[src/rtl/ctouch_pkg.sv]
package ctouch_pkg;

    localparam int NGRP  = 7;            // sensing groups
    localparam int CW    = 14;           // counter width (max 16383)
    localparam int PRE_W = 7;            // prescaler counter width (div up to 128)
    localparam int DEV_W = 7;            // spread-spectrum deviation width
    localparam int PH_W  = 4;            // phase length field width
    localparam int AW    = 2;
    localparam int DW    = 32;
    localparam int DONE_LSB = 16;
    localparam int ST_W  = DONE_LSB + NGRP;

    localparam logic [AW-1:0] A_CTRL = 2'd0;
    localparam logic [AW-1:0] A_GRP  = 2'd1;
    localparam logic [AW-1:0] A_IEN  = 2'd2;
    localparam logic [AW-1:0] A_CLR  = 2'd3;

    typedef enum logic [2:0] {
        S_IDLE, S_WAIT, S_HIGH, S_HEXT, S_LOW
    } seq_state_t;

    typedef struct packed {
        logic [DEV_W-1:0] ss_dev;
        logic [PH_W-1:0]  lo_m1;
        logic [PH_W-1:0]  hi_m1;
        logic [2:0]       max_code;
        logic [2:0]       pg_code;
        logic             ss_div2;
        logic             ss_en;
        logic             idle_float;
        logic             sync_pol;
        logic             sync_mode;
    } acq_cfg_t;

    function automatic acq_cfg_t unpack_ctrl(input logic [DW-1:0] d);
        acq_cfg_t c;
        c.sync_mode  = d[1];
        c.sync_pol   = d[2];
        c.idle_float = d[3];
        c.ss_en      = d[4];
        c.ss_div2    = d[5];
        c.pg_code    = d[8:6];
        c.max_code   = d[11:9];
        c.hi_m1      = d[15:12];
        c.lo_m1      = d[19:16];
        c.ss_dev     = d[26:20];
        return c;
    endfunction

    // Short low phases are not allowed at the two fastest pulse clocks.
    function automatic logic timing_ok(input logic [2:0] pg, input logic [PH_W-1:0] lo);
        return !((pg == 3'd0 && lo == 4'd1) || (pg == 3'd1 && lo == 4'd0));
    endfunction

    // 2^(code+8)-1, code saturated at 6
    function automatic logic [CW-1:0] max_count(input logic [2:0] code);
        logic [CW-1:0] ones;
        logic [2:0]    c;
        ones = '1;
        c    = (code > 3'd6) ? 3'd6 : code;
        return ones >> (3'd6 - c);
    endfunction

endpackage

[src/rtl/ctouch_regs.sv]
module ctouch_regs
    import ctouch_pkg::*;
(
    input  logic            clk,
    input  logic            rst,
    input  logic            wr_en,
    input  logic [AW-1:0]   wr_addr,
    input  logic [DW-1:0]   wr_data,
    input  logic            busy,
    output acq_cfg_t        cfg,
    output logic [NGRP-1:0] grp_en,
    output logic [1:0]      irq_en,
    output logic            start_req,
    output logic            start_wait,
    output logic [1:0]      flag_clr
);

    acq_cfg_t wr_cfg;
    logic     ctrl_wr;
    logic     unused_wr;

    assign wr_cfg     = unpack_ctrl(wr_data);
    assign unused_wr  = ^wr_data[DW-1:27];
    assign ctrl_wr    = wr_en && (wr_addr == A_CTRL) && !busy;
    assign start_req  = ctrl_wr && wr_data[0] && timing_ok(wr_cfg.pg_code, wr_cfg.lo_m1);
    assign start_wait = wr_cfg.sync_mode;
    assign flag_clr   = (wr_en && wr_addr == A_CLR) ? wr_data[1:0] : 2'b00;

    always_ff @(posedge clk) begin
        if (rst) begin
            cfg    <= '0;
            grp_en <= '0;
            irq_en <= '0;
        end else begin
            if (ctrl_wr)
                cfg <= wr_cfg;
            if (wr_en && wr_addr == A_GRP && !busy)
                grp_en <= wr_data[NGRP-1:0];
            if (wr_en && wr_addr == A_IEN)
                irq_en <= wr_data[1:0];
        end
    end

    // configuration frozen across a running acquisition
    a_r12_cfg_locked: assert property (@(posedge clk) disable iff (rst)
        busy && $past(busy) |-> $stable(cfg) && $stable(grp_en));

endmodule

[src/rtl/ctouch_seq.sv]
module ctouch_seq
    import ctouch_pkg::*;
(
    input  logic     clk,
    input  logic     rst,
    input  acq_cfg_t cfg,
    input  logic     start_req,
    input  logic     start_wait,
    input  logic     sync_in,
    input  logic     finish,
    output logic     busy,
    output logic     running,
    output logic     high_out,
    output logic     pair_end
);

    seq_state_t       st;
    logic [PRE_W-1:0] pre_cnt, pre_mask;
    logic [PRE_W:0]   mask_w;
    logic [PH_W-1:0]  ph_cnt;
    logic [DEV_W:0]   ext_cnt, ext_len;
    logic [DEV_W-1:0] lfsr, jitter;
    logic             ss_tog, sync_q, trig, tick;
    logic             unused_cfg;

    assign unused_cfg = ^{cfg.idle_float, cfg.max_code, cfg.sync_mode};

    assign mask_w   = (PRE_W+1)'(1) << cfg.pg_code;
    assign pre_mask = PRE_W'(mask_w - 1'b1);
    assign tick     = (pre_cnt & pre_mask) == pre_mask;
    assign trig     = cfg.sync_pol ? sync_in : (sync_q & ~sync_in);
    assign jitter   = (lfsr > cfg.ss_dev) ? cfg.ss_dev : lfsr;
    assign ext_len  = cfg.ss_div2 ? {jitter, 1'b0} : {1'b0, jitter};

    assign pair_end = (st == S_LOW) && tick && (ph_cnt == cfg.lo_m1);
    assign busy     = (st != S_IDLE);
    assign running  = (st == S_HIGH) || (st == S_HEXT) || (st == S_LOW);
    assign high_out = (st == S_HIGH) || (st == S_HEXT);

    // jitter source: 7-bit maximal LFSR, stepped at the spread-spectrum rate
    always_ff @(posedge clk) begin
        if (rst) begin
            lfsr   <= 7'h5A;
            ss_tog <= 1'b0;
            sync_q <= 1'b0;
        end else begin
            ss_tog <= ~ss_tog;
            sync_q <= sync_in;
            if (!cfg.ss_div2 || ss_tog)
                lfsr <= {lfsr[5:0], lfsr[6] ^ lfsr[5]};
        end
    end

    always_ff @(posedge clk) begin
        if (rst) begin
            st      <= S_IDLE;
            pre_cnt <= '0;
            ph_cnt  <= '0;
            ext_cnt <= '0;
        end else begin
            case (st)
                S_IDLE: if (start_req) begin
                    st      <= start_wait ? S_WAIT : S_HIGH;
                    pre_cnt <= '0;
                    ph_cnt  <= '0;
                end
                S_WAIT: if (trig) begin
                    st      <= S_HIGH;
                    pre_cnt <= '0;
                    ph_cnt  <= '0;
                end
                S_HIGH: begin
                    pre_cnt <= pre_cnt + 1'b1;
                    if (tick) begin
                        if (ph_cnt == cfg.hi_m1) begin
                            ph_cnt <= '0;
                            if (cfg.ss_en && ext_len != '0) begin
                                st      <= S_HEXT;
                                ext_cnt <= ext_len - 1'b1;
                            end else begin
                                st <= S_LOW;
                            end
                        end else begin
                            ph_cnt <= ph_cnt + 1'b1;
                        end
                    end
                end
                S_HEXT: begin
                    // prescaler frozen so the low phase stays aligned
                    if (ext_cnt == '0) st <= S_LOW;
                    else               ext_cnt <= ext_cnt - 1'b1;
                end
                S_LOW: begin
                    pre_cnt <= pre_cnt + 1'b1;
                    if (tick) begin
                        if (ph_cnt == cfg.lo_m1) begin
                            ph_cnt <= '0;
                            st     <= finish ? S_IDLE : S_HIGH;
                        end else begin
                            ph_cnt <= ph_cnt + 1'b1;
                        end
                    end
                end
                default: st <= S_IDLE;
            endcase
        end
    end

    a_r3_high_phase_bound: assert property (@(posedge clk) disable iff (rst)
        st == S_HIGH |-> ph_cnt <= cfg.hi_m1);
    a_r3_low_phase_bound: assert property (@(posedge clk) disable iff (rst)
        st == S_LOW |-> ph_cnt <= cfg.lo_m1);
    a_r9_stretch_bound: assert property (@(posedge clk) disable iff (rst)
        st == S_HEXT |-> ext_cnt < {cfg.ss_dev, 1'b0});

endmodule

[src/rtl/ctouch_groups.sv]
module ctouch_groups
    import ctouch_pkg::*;
(
    input  logic             clk,
    input  logic             rst,
    input  logic             clear,
    input  logic             busy,
    input  logic             pair_end,
    input  logic [NGRP-1:0]  grp_en,
    input  logic [NGRP-1:0]  samp_in,
    input  logic [2:0]       max_code,
    output logic [NGRP*CW-1:0] cnt_flat,
    output logic [NGRP-1:0]  done_q,
    output logic             finish,
    output logic             err
);

    logic [CW-1:0]   max_val;
    logic [NGRP-1:0] trip, hit;

    assign max_val = max_count(max_code);

    for (genvar g = 0; g < NGRP; g++) begin : g_grp
        logic [CW-1:0] cnt, inc;
        logic          done, act;

        assign act  = grp_en[g] & ~done;
        assign inc  = cnt + 1'b1;
        assign trip[g] = pair_end & act & samp_in[g];
        assign hit[g]  = pair_end & act & ~samp_in[g] & (inc == max_val);
        assign cnt_flat[g*CW +: CW] = cnt;
        assign done_q[g] = done;

        always_ff @(posedge clk) begin
            if (rst || clear) begin
                cnt  <= '0;
                done <= 1'b0;
            end else if (pair_end && act) begin
                cnt <= inc;
                if (samp_in[g]) done <= 1'b1;
            end
        end

        // a running counter never passes the selected limit
        a_r6_cnt_cap: assert property (@(posedge clk) disable iff (rst)
            busy |-> cnt <= max_val);
    end

    assign err    = |hit;
    assign finish = pair_end & ((&(done_q | trip | ~grp_en)) | err);

    // only enabled groups can complete during a run
    a_r4_done_needs_en: assert property (@(posedge clk) disable iff (rst)
        busy |-> (done_q & ~grp_en) == '0);

endmodule

[src/rtl/ctouch_acq.sv]
module ctouch_acq
    import ctouch_pkg::*;
(
    input  logic               clk,
    input  logic               rst,
    input  logic               wr_en,
    input  logic [1:0]         wr_addr,
    input  logic [31:0]        wr_data,
    input  logic               sync_in,
    input  logic [6:0]         samp_in,
    output logic [6:0]         pad_oe,
    output logic [6:0]         pad_out,
    output logic [97:0]        grp_cnt,
    output logic [22:0]        grp_stat,
    output logic               eoa_flag,
    output logic               mce_flag,
    output logic               irq,
    output logic               busy,
    output logic               acq_active
);

    acq_cfg_t        cfg;
    logic [NGRP-1:0] grp_en, done_q;
    logic [1:0]      irq_en, flag_clr;
    logic            start_req, start_wait, running, high_out, pair_end, finish, err;

    ctouch_regs u_regs (
        .clk, .rst, .wr_en, .wr_addr, .wr_data, .busy,
        .cfg, .grp_en, .irq_en, .start_req, .start_wait, .flag_clr
    );

    ctouch_seq u_seq (
        .clk, .rst, .cfg, .start_req, .start_wait, .sync_in, .finish,
        .busy, .running, .high_out, .pair_end
    );

    ctouch_groups u_grp (
        .clk, .rst, .clear(start_req), .busy, .pair_end, .grp_en, .samp_in,
        .max_code(cfg.max_code), .cnt_flat(grp_cnt), .done_q, .finish, .err
    );

    always_ff @(posedge clk) begin
        if (rst) begin
            eoa_flag <= 1'b0;
            mce_flag <= 1'b0;
        end else begin
            eoa_flag <= finish | (eoa_flag & ~flag_clr[0]);
            mce_flag <= err    | (mce_flag & ~flag_clr[1]);
        end
    end

    assign irq        = (eoa_flag & irq_en[0]) | (mce_flag & irq_en[1]);
    assign acq_active = running;
    assign grp_stat   = {done_q, {(DONE_LSB-NGRP){1'b0}}, grp_en};

    for (genvar g = 0; g < NGRP; g++) begin : g_pad
        assign pad_oe[g]  = (running & grp_en[g]) | ~cfg.idle_float;
        assign pad_out[g] = running & grp_en[g] & ~done_q[g] & high_out;
    end

    a_r5_eoa_means_idle: assert property (@(posedge clk) disable iff (rst)
        $rose(eoa_flag) |-> !busy);
    a_r6_error_ends_run: assert property (@(posedge clk) disable iff (rst)
        $rose(mce_flag) |-> eoa_flag);
    a_r2_quiet_pads: assert property (@(posedge clk) disable iff (rst)
        !acq_active |-> pad_out == '0);
    a_r10_clear_eoa: assert property (@(posedge clk) disable iff (rst)
        $past(flag_clr[0]) && !$past(finish) |-> !eoa_flag);

endmodule

[config.mk]
export PLATFORM = sky130hd
export DESIGN_NAME = ctouch_acq
export DESIGN_NICKNAME = d
export VERILOG_FILES = /design/src/rtl/ctouch_pkg.sv /design/src/rtl/ctouch_regs.sv /design/src/rtl/ctouch_seq.sv /design/src/rtl/ctouch_groups.sv /design/src/rtl/ctouch_acq.sv
export SDC_FILE = /design/constraint.sdc
export NUM_CORES = 1
export LEC_CHECK = 0
export ABC_AREA = 1
export BUFFER_PORTS_ARGS = -buffer_cell sky130_fd_sc_hd__buf_4
export CAP_MARGIN = 20
export CORE_MARGIN = 4
export CORE_UTILIZATION = 35
export DETAILED_ROUTE_END_ITERATION = 7
export GPL_TIMING_DRIVEN = 0
export PLACE_DENSITY = 0.59
export SLEW_MARGIN = 5
export SYNTH_ARGS = -nofsm -noshare
export SYNTH_HDL_FRONTEND = slang
export SYNTH_SLANG_ARGS = --single-unit
[constraint.sdc]
create_clock -name clk -period 5.6 [get_ports clk]
set_input_delay 1.12 -clock clk [delete_from_list [all_inputs] [get_ports clk]]
set_output_delay 1.12 -clock clk [all_outputs]
set_load 0.02 [all_outputs]
==> results of run 1 <==
## cells in the final DEF (no fill, tap or decap), types with 5 or more instances in the layout
cell,count
nor2_1,185
inv_2,18
nand3_1,127
ha_1,28
nand2_2,9
buf_4,188
xnor3_1,6
inv_1,182
clkinv_4,6
o21ai_0,151
xor2_1,28
nor2_2,17
dfxtp_1,172
a31oi_1,9
nand4_1,27
a211oi_1,10
nor3_1,30
clkbuf_16,17
clkbuf_1,35
or2_2,5
a21oi_1,144
nand2_1,402
buf_2,8
conb_1,9
o21ai_1,27
## power breakdown
part	internal, mW	switching (mW)
clock	0.650	0.564
combinational	0.326	0.628
sequential	1.28	0.0617
total	2.26	1.25
## routing by layer
layer | vias to the layer above | routed length (µm) | track usage
li1 | 5932 | - | -
met1 | 5304 | 16700 | 0.284
met2 | 341 | 17000 | 0.345
met3 | 47 | 2090 | 0.0371
met4 | 0 | 871 | 0.0636
met5 | - | 0 | 0
## how the worst max path moves through the flow
| stage | slack, ns | endpoint | start | depth (start not counted) |
|---|---|---|---|---|
| after detailed placement | 1.11 | u_seq.st[1] | u_regs.cfg[9] | 24 |
| after CTS | 1.09 | u_seq.st[1] | u_regs.cfg[9] | 24 |
| after floorplan | 2.85 | u_seq.st[1] | u_regs.cfg[9] | 24 |
| after global routing | 0.68 | u_seq.st[1] | u_regs.cfg[9] | 24 |
| after global placement | 1.09 | u_seq.st[1] | u_regs.cfg[9] | 24 |
| final | 1.02 | u_seq.st[1] | u_regs.cfg[9] | 24 |
## final cells by class
type | instances | share of cell area
plain buffers | 63 | 0.0251
clock buffers | 20 | 0.0345
clock inverters | 12 | 0.00982
inverters | 201 | 0.0570
multi-input cells | 1265 | 0.480
flip-flops and latches | 172 | 0.260
well taps | 396 | 0.0374
repair buffers | 170 | 0.0963
## worst register-to-register path, delay by kind of cell, from the launching register on
kind | cells | cell delay [ns]
AO/OA/AOI/OAI | 1 | 0.05
buffers and inverters | 5 | 1.22
AND/OR/NAND/NOR | 16 | 2.36
adder cells (fa/ha/maj) | 2 | 0.44
flip-flops | 1 | 0.37
## stage by stage
step / worst slack, ns / hold WS, ns
after global placement: 1.09 / 0.396
after CTS: 1.09 / 0.415
after global routing: 0.679 / 0.442
after detailed placement: 1.11 / 0.399
final: 1.02 / 0.420
after floorplan: 2.85 / 0.386
## logic make-up after synthesis
| logic type | count (synthesis) |
|---|---|
| AO/OA/AOI/OAI | 357 |
| XOR/XNOR | 38 |
| adder cells (fa/ha/maj) | 28 |
| buffers and inverters | 264 |
| flip-flops | 172 |
| other | 1 |
| AND/OR/NAND/NOR | 833 |
## cell usage after synthesis, types with 2 or more instances
library cell,number
nor2_2,17
nand3_1,127
xnor3_1,6
xnor2_1,3
nor3_2,4
o21ai_0,151
o211ai_1,3
a211oi_1,10
buf_4,18
a21oi_1,144
xor2_1,28
ha_1,28
clkbuf_1,34
nor4_1,3
or2_2,5
nor2_4,4
nand4_1,27
nor3_1,30
and2_1,3
nand2_1,402
nand3b_1,3
nor3b_1,4
nand3_4,3
o21ai_1,27
o21bai_1,2
inv_1,182
nor2_1,185
a21oi_2,3
dfxtp_1,172
nand2_2,9
buf_2,8
a31oi_1,9
o21ai_2,4
inv_2,18
## sequential cells by signal (all words and copies together) (netlist names)
| register | cells |
|---|---|
| u_grp.g_grp.cnt | 98 |
| u_regs.cfg | 25 |
| u_seq.ext_cnt | 8 |
| u_grp.g_grp.done | 7 |
| u_regs.grp_en | 7 |
| u_seq.lfsr | 7 |
| u_seq.pre_cnt | 7 |
| u_seq.ph_cnt | 4 |
| u_seq.st | 3 |
| u_regs.irq_en | 2 |
| eoa_flag | 1 |
| mce_flag | 1 |
| u_seq.ss_tog | 1 |
| u_seq.sync_q | 1 |
==> flow_summary.json, run 1 <==
{
  "whs_path_depth": 1,
  "multi_input_area_mm2": 0.00636,
  "dr.pass1.iters": 7,
  "period_share": 0.818,
  "reg2reg_from": "u_regs.cfg[9]",
  "synth_seq_cells": 172,
  "cts-htree-levels": 4,
  "die_area_mm2": 0.0339,
  "ys_async_sr_fraction": 0,
  "worst-path-buf-inv": 5,
  "num_rows": 64,
  "io_pins": 185,
  "power.density_mw_per_mm2": 265,
  "synth_xor_area_frac": 0.0396,
  "gp_congestion": 0.902,
  "area_growth_pct": 22.0,
  "worstMarginPinSlew_ns": 1.03,
  "grtUsageTotal": 0.211,
  "clk_latency_ns": 0.45,
  "min_to": "u_seq.ss_tog",
  "start_kind": "register",
  "setup_tns_ns": 0,
  "start_util": 0.355,
  "root_buffer": "clkbuf_16",
  "max_stage_delay_ns": 0.57,
  "path_clk_slew_ns": 0.08,
  "vias": 11624,
  "placed_area_mm2": 0.0127,
  "grt_pass1_wl_um": 57100,
  "slew-limit-headroom": 0.309,
  "ant_nets": 0,
  "die_h_um": 184,
  "cts_sinks": 172,
  "dp_cells": 2267,
  "yosys_warnings": 0,
  "avgSynthCellArea_um2": 6.41,
  "netlist.area_leader.share": 0.317,
  "outcome": "complete, no violations",
  "ir_drop_uv": 221,
  "critPathCaptureType": "register",
  "grt_overflow": 0,
  "hpwl_um": 28400,
  "finalSetupViolations": 0,
  "synth_top_family_by_area": "simple AND/OR/NAND/NOR gates",
  "worst_path_most_repeated_cell": "nand2_1",
  "synth_compound_gate_area_share": 0.173,
  "wire_per_inst_um": 15.9,
  "viasPerCell": 5.06,
  "grt_pass1_vias": 10764,
  "critPathArrivalTime_ns": 4.88,
  "ys.flop_type": "dfxtp_1",
  "critPathRequiredTime_ns": 5.90,
  "r2r_cells": 24,
  "synth_cells": 1693,
  "die_x_um": 184,
  "drc": 0,
  "synth_edf_count": 0,
  "cts_buffers": 17,
  "rr_endpoint": "u_seq.st[1]",
  "nets": 1963,
  "synth_cell_types": 51,
  "hold_path_startpoint": "u_seq.ss_tog",
  "hold_class": "reg -> reg",
  "cp_top_family": "simple AND/OR/NAND/NOR gates",
  "yosysSeqAreaShare": 0.317,
  "crit_slowest_cell": "nor2_2",
  "rsz0062_at_grt": "false",
  "synth.top_cells.by_area": "dfxtp_1, nand2_1, o21ai_0",
  "numPortBuffers": 170,
  "cts_hold_buf": 0,
  "finish.utilization": 0.433,
  "yosys.area.top_type": "dfxtp_1",
  "synth-simple-area-share": 0.337,
  "slew_violations": 0,
  "path_max_fanout": 10,
  "fillCellCount": 3294,
  "ff_latch_area_mm2": 0.00344,
  "power.leakage_nw": 5.62,
  "fin_worst_skew_ns": 0.0217,
  "final_area_mm2": 0.0132,
  "postCtsSetupBuffers": 0,
  "period_needed_ns": 4.58,
  "hold_viol_final": 0,
  "cts-resized-gates": 0,
  "stdcell_count": 2299,
  "cap_viol_max_count": 0,
  "synth_area_mm2": 0.0109,
  "drt_first_iter_violations": 823,
  "cts_tree": "yes",
  "r2r_slack_ns": 1.02,
  "routed_wl_um": 36600,
  "num_antenna_cells": 0,
  "synth_mux_area_frac": 0,
  "grt_max_degree": 17,
  "synth_adder_area_share": 0.0323,
  "layout-drive-gt1-share": 0.159,
  "fmax_ghz": 0.218,
  "worstPathCellList": "nand2_1 > inv_1 > nor2_1 > ha_1 > inv_1 > ha_1 > buf_2 > inv_2 > nor2_2 > inv_2 > nand3_1 > nand2_1 > nor2_1 > nand3_1 > nor2_1 > nand2_1 > nand2_1 > nor2_1 > nand3_1 > nand2_1 > nand2_1 > nand2_1 > nand2_1 > a21oi_2",
  "p_total_mw": 3.51,
  "core-area_mm2": 0.0306,
  "antenna_found_initial": 0,
  "worstSetupPathType": "reg -> reg",
  "cts.path.max_buffers": 2
}
No activity file was read; power rests on OpenSTA's default activity.
==> run 2, diff against run 1 <==
PLACE_DENSITY = 0.61   (was 0.59)
clock period = 4.1 ns   (was 5.6 ns; I/O delays follow)
==> run 2 against run 1 <==
Effect of this change: register-to-register slack worse by 0.63 ns; clock-buffer cell count shrank 2; clock power is 40% higher; wire length decreased by 0.31%; critical path depth shrank 2; first-iteration DRC count is 9.6% higher; global-route usage decreased by 0.093 points; via count about the same; core utilization grew 0.10 points; sequential share of layout area down 0.061 points; combinational power is 39% higher.
==> flow_summary.json, run 2 (same netlist as run 1, synthesis figures left out) <==
{
  "outcome": "complete, no violations",
  "largest_register_ffs": 98,
  "die_x_um": 184,
  "grt_max_degree": 17,
  "drt_first_iter_violations": 902,
  "r2r_slack_ns": 0.38,
  "regMostFlops": "u_grp.g_grp.cnt",
  "power.leakage_nw": 5.64,
  "period_needed_ns": 3.72,
  "dr.pass1.iters": 6,
  "multi_input_area_mm2": 0.00637,
  "critPathArrivalTime_ns": 4.09,
  "gr-usage-met3": 0.0337,
  "setup_tns_ns": 0,
  "critPathCaptureType": "register",
  "wire_per_inst_um": 15.9,
  "slew-limit-headroom": 0.332,
  "cts_buffers": 17,
  "worstMarginPinSlew_ns": 0.999,
  "whs_path_depth": 1,
  "cap_viol_max_count": 0,
  "cts_sinks": 172,
  "area_growth_pct": 22.3,
  "root_buffer": "clkbuf_16",
  "die_h_um": 184,
  "power.density_mw_per_mm2": 367,
  "gp_congestion": 0.910,
  "die_area_mm2": 0.0339,
  "critPathRequiredTime_ns": 4.47,
  "grtUsageTotal": 0.210,
  "vias": 11629,
  "cts.path.max_buffers": 2,
  "fillCellCount": 3265,
  "path_max_fanout": 9,
  "cts_tree": "yes",
  "finalSetupViolations": 0,
  "ant_nets": 0,
  "rsz0062_at_grt": "false",
  "start_util": 0.355,
  "worstSetupPathType": "reg -> reg",
  "ir_drop_uv": 285,
  "num_antenna_cells": 0,
  "reg_top3": "u_grp.g_grp.cnt (98), u_regs.cfg (25), u_seq.ext_cnt (8)",
  "min_to": "u_seq.ss_tog",
  "routed_wl_um": 36500,
  "fmax_ghz": 0.269,
  "grt_pass1_vias": 10687,
  "ff_latch_area_mm2": 0.00344,
  "io_pins": 185,
  "layout-drive-gt1-share": 0.161,
  "cts-htree-levels": 4,
  "p_total_mw": 4.87,
  "drc": 0,
  "antenna_found_initial": 0,
  "nets": 1966,
  "grt_overflow": 0,
  "final_cell_mix": "nand2_1, buf_4, nor2_1, inv_1, dfxtp_1",
  "gr-usage-met2": 0.345,
  "period_share": 0.906,
  "clk_latency_ns": 0.44,
  "hold_viol_final": 0,
  "core-area_mm2": 0.0306,
  "rr_endpoint": "u_seq.st[1]",
  "mostFrequentLayoutCell": "nand2_1",
  "met1_usage": 0.285,
  "numPortBuffers": 170,
  "fin_worst_skew_ns": 0.0200,
  "start_kind": "register",
  "path_clk_slew_ns": 0.08,
  "r2r_cells": 22,
  "reg2reg_from": "u_regs.cfg[9]",
  "hold_class": "reg -> reg",
  "slew_violations": 0,
  "grt_busiest_layer": "met2",
  "num_rows": 64,
  "hpwl_um": 28200,
  "hold_path_startpoint": "u_seq.ss_tog",
  "viasPerCell": 5.05,
  "grt_pass1_wl_um": 57200
}
==> run 2: cell count changes in the layout (fill, tap and decap cells not counted) <==
| cell | change |
|---|---|
| nor2_4 | +1 |
| nand2_2 | +1 |
| clkbuf_8 | -2 |
| buf_4 | +3 |
| clkinv_4 | -3 |
| inv_6 | +2 |
| nor2_2 | -1 |
| bufinv_16 | +1 |
| clkinvlp_4 | +1 |
| nand2_1 | -1 |
==> run 2: worst max-delay path: stages, from the launching register on <==
cell,delay [ns]
dfxtp_1,0.44
nand2_2,0.22
inv_1,0.38
nor2_1,0.08
ha_1,0.21
inv_1,0.06
ha_1,0.21
buf_2,0.24
inv_2,0.30
nor2_4,0.10
inv_2,0.17
nand3_1,0.10
nand3_1,0.10
nor2_1,0.05
nand3_1,0.14
nand2_1,0.08
nor2_1,0.24
nand3_1,0.12
nand2_1,0.16
nand2_1,0.07
nand2_1,0.06
nand2_1,0.06
a21oi_2,0.11
==> run 2: worst max-delay path by stage <==
stage	from	endpoint	slack (ns)	cells after the start
floorplan	u_regs.cfg[9]	u_seq.st[1]	1.35	24
global placement	u_regs.cfg[9]	u_seq.st[1]	-0.28	24
detailed placement	u_regs.cfg[9]	u_seq.st[1]	-0.26	24
CTS	u_regs.cfg[9]	u_seq.st[1]	0.19	24
global route	u_regs.cfg[10]	u_seq.st[1]	0.12	24
finish	u_regs.cfg[9]	u_seq.st[1]	0.38	22
==> run 2: per-stage QoR <==
stage               hold slack (ns)  instance area [µm²]  setup WS (ns)  utilization  cells
global route                  0.420                13300          0.117        0.434   2301
CTS                           0.411                13300          0.187        0.433   2298
finish                        0.409                13300          0.385        0.434   2301
global placement              0.397                12700         -0.279        0.414   2267
floorplan                     0.386                10900           1.35            -   1701
detailed placement            0.399                12700         -0.263        0.414   2267
==> run 2: what timing repair did <==
item                                    CTS  global route
endpoints found under the setup margin    2             1
buffers inserted                          0             3
hold buffers                              0             0
resized for setup                         2             0
pin swaps                                 0             1
==> run 2: cell type report <==
class	instances	share of cell area
Clock buffer	18	0.0323
Clock inverter	13	0.0120
Tap cell	396	0.0373
Buffer	63	0.0251
Sequential cell	172	0.259
Timing Repair Buffer	173	0.0978
Inverter	201	0.0568
Multi-Input combinational cell	1265	0.479
==> run 2: per-layer routing <==
| metal | share of wire | wire length [µm] |
|---|---|---|
| met3 | 0.058 | 2120 |
| met5 | 0 | 0 |
| met4 | 0.019 | 695 |
| met2 | 0.46 | 17000 |
| met1 | 0.46 | 16700 |
==> run 2: power breakdown <==
group,internal (mW),switching (mW)
logic,0.460,0.869
clock network,0.916,0.785
registers,1.75,0.0823
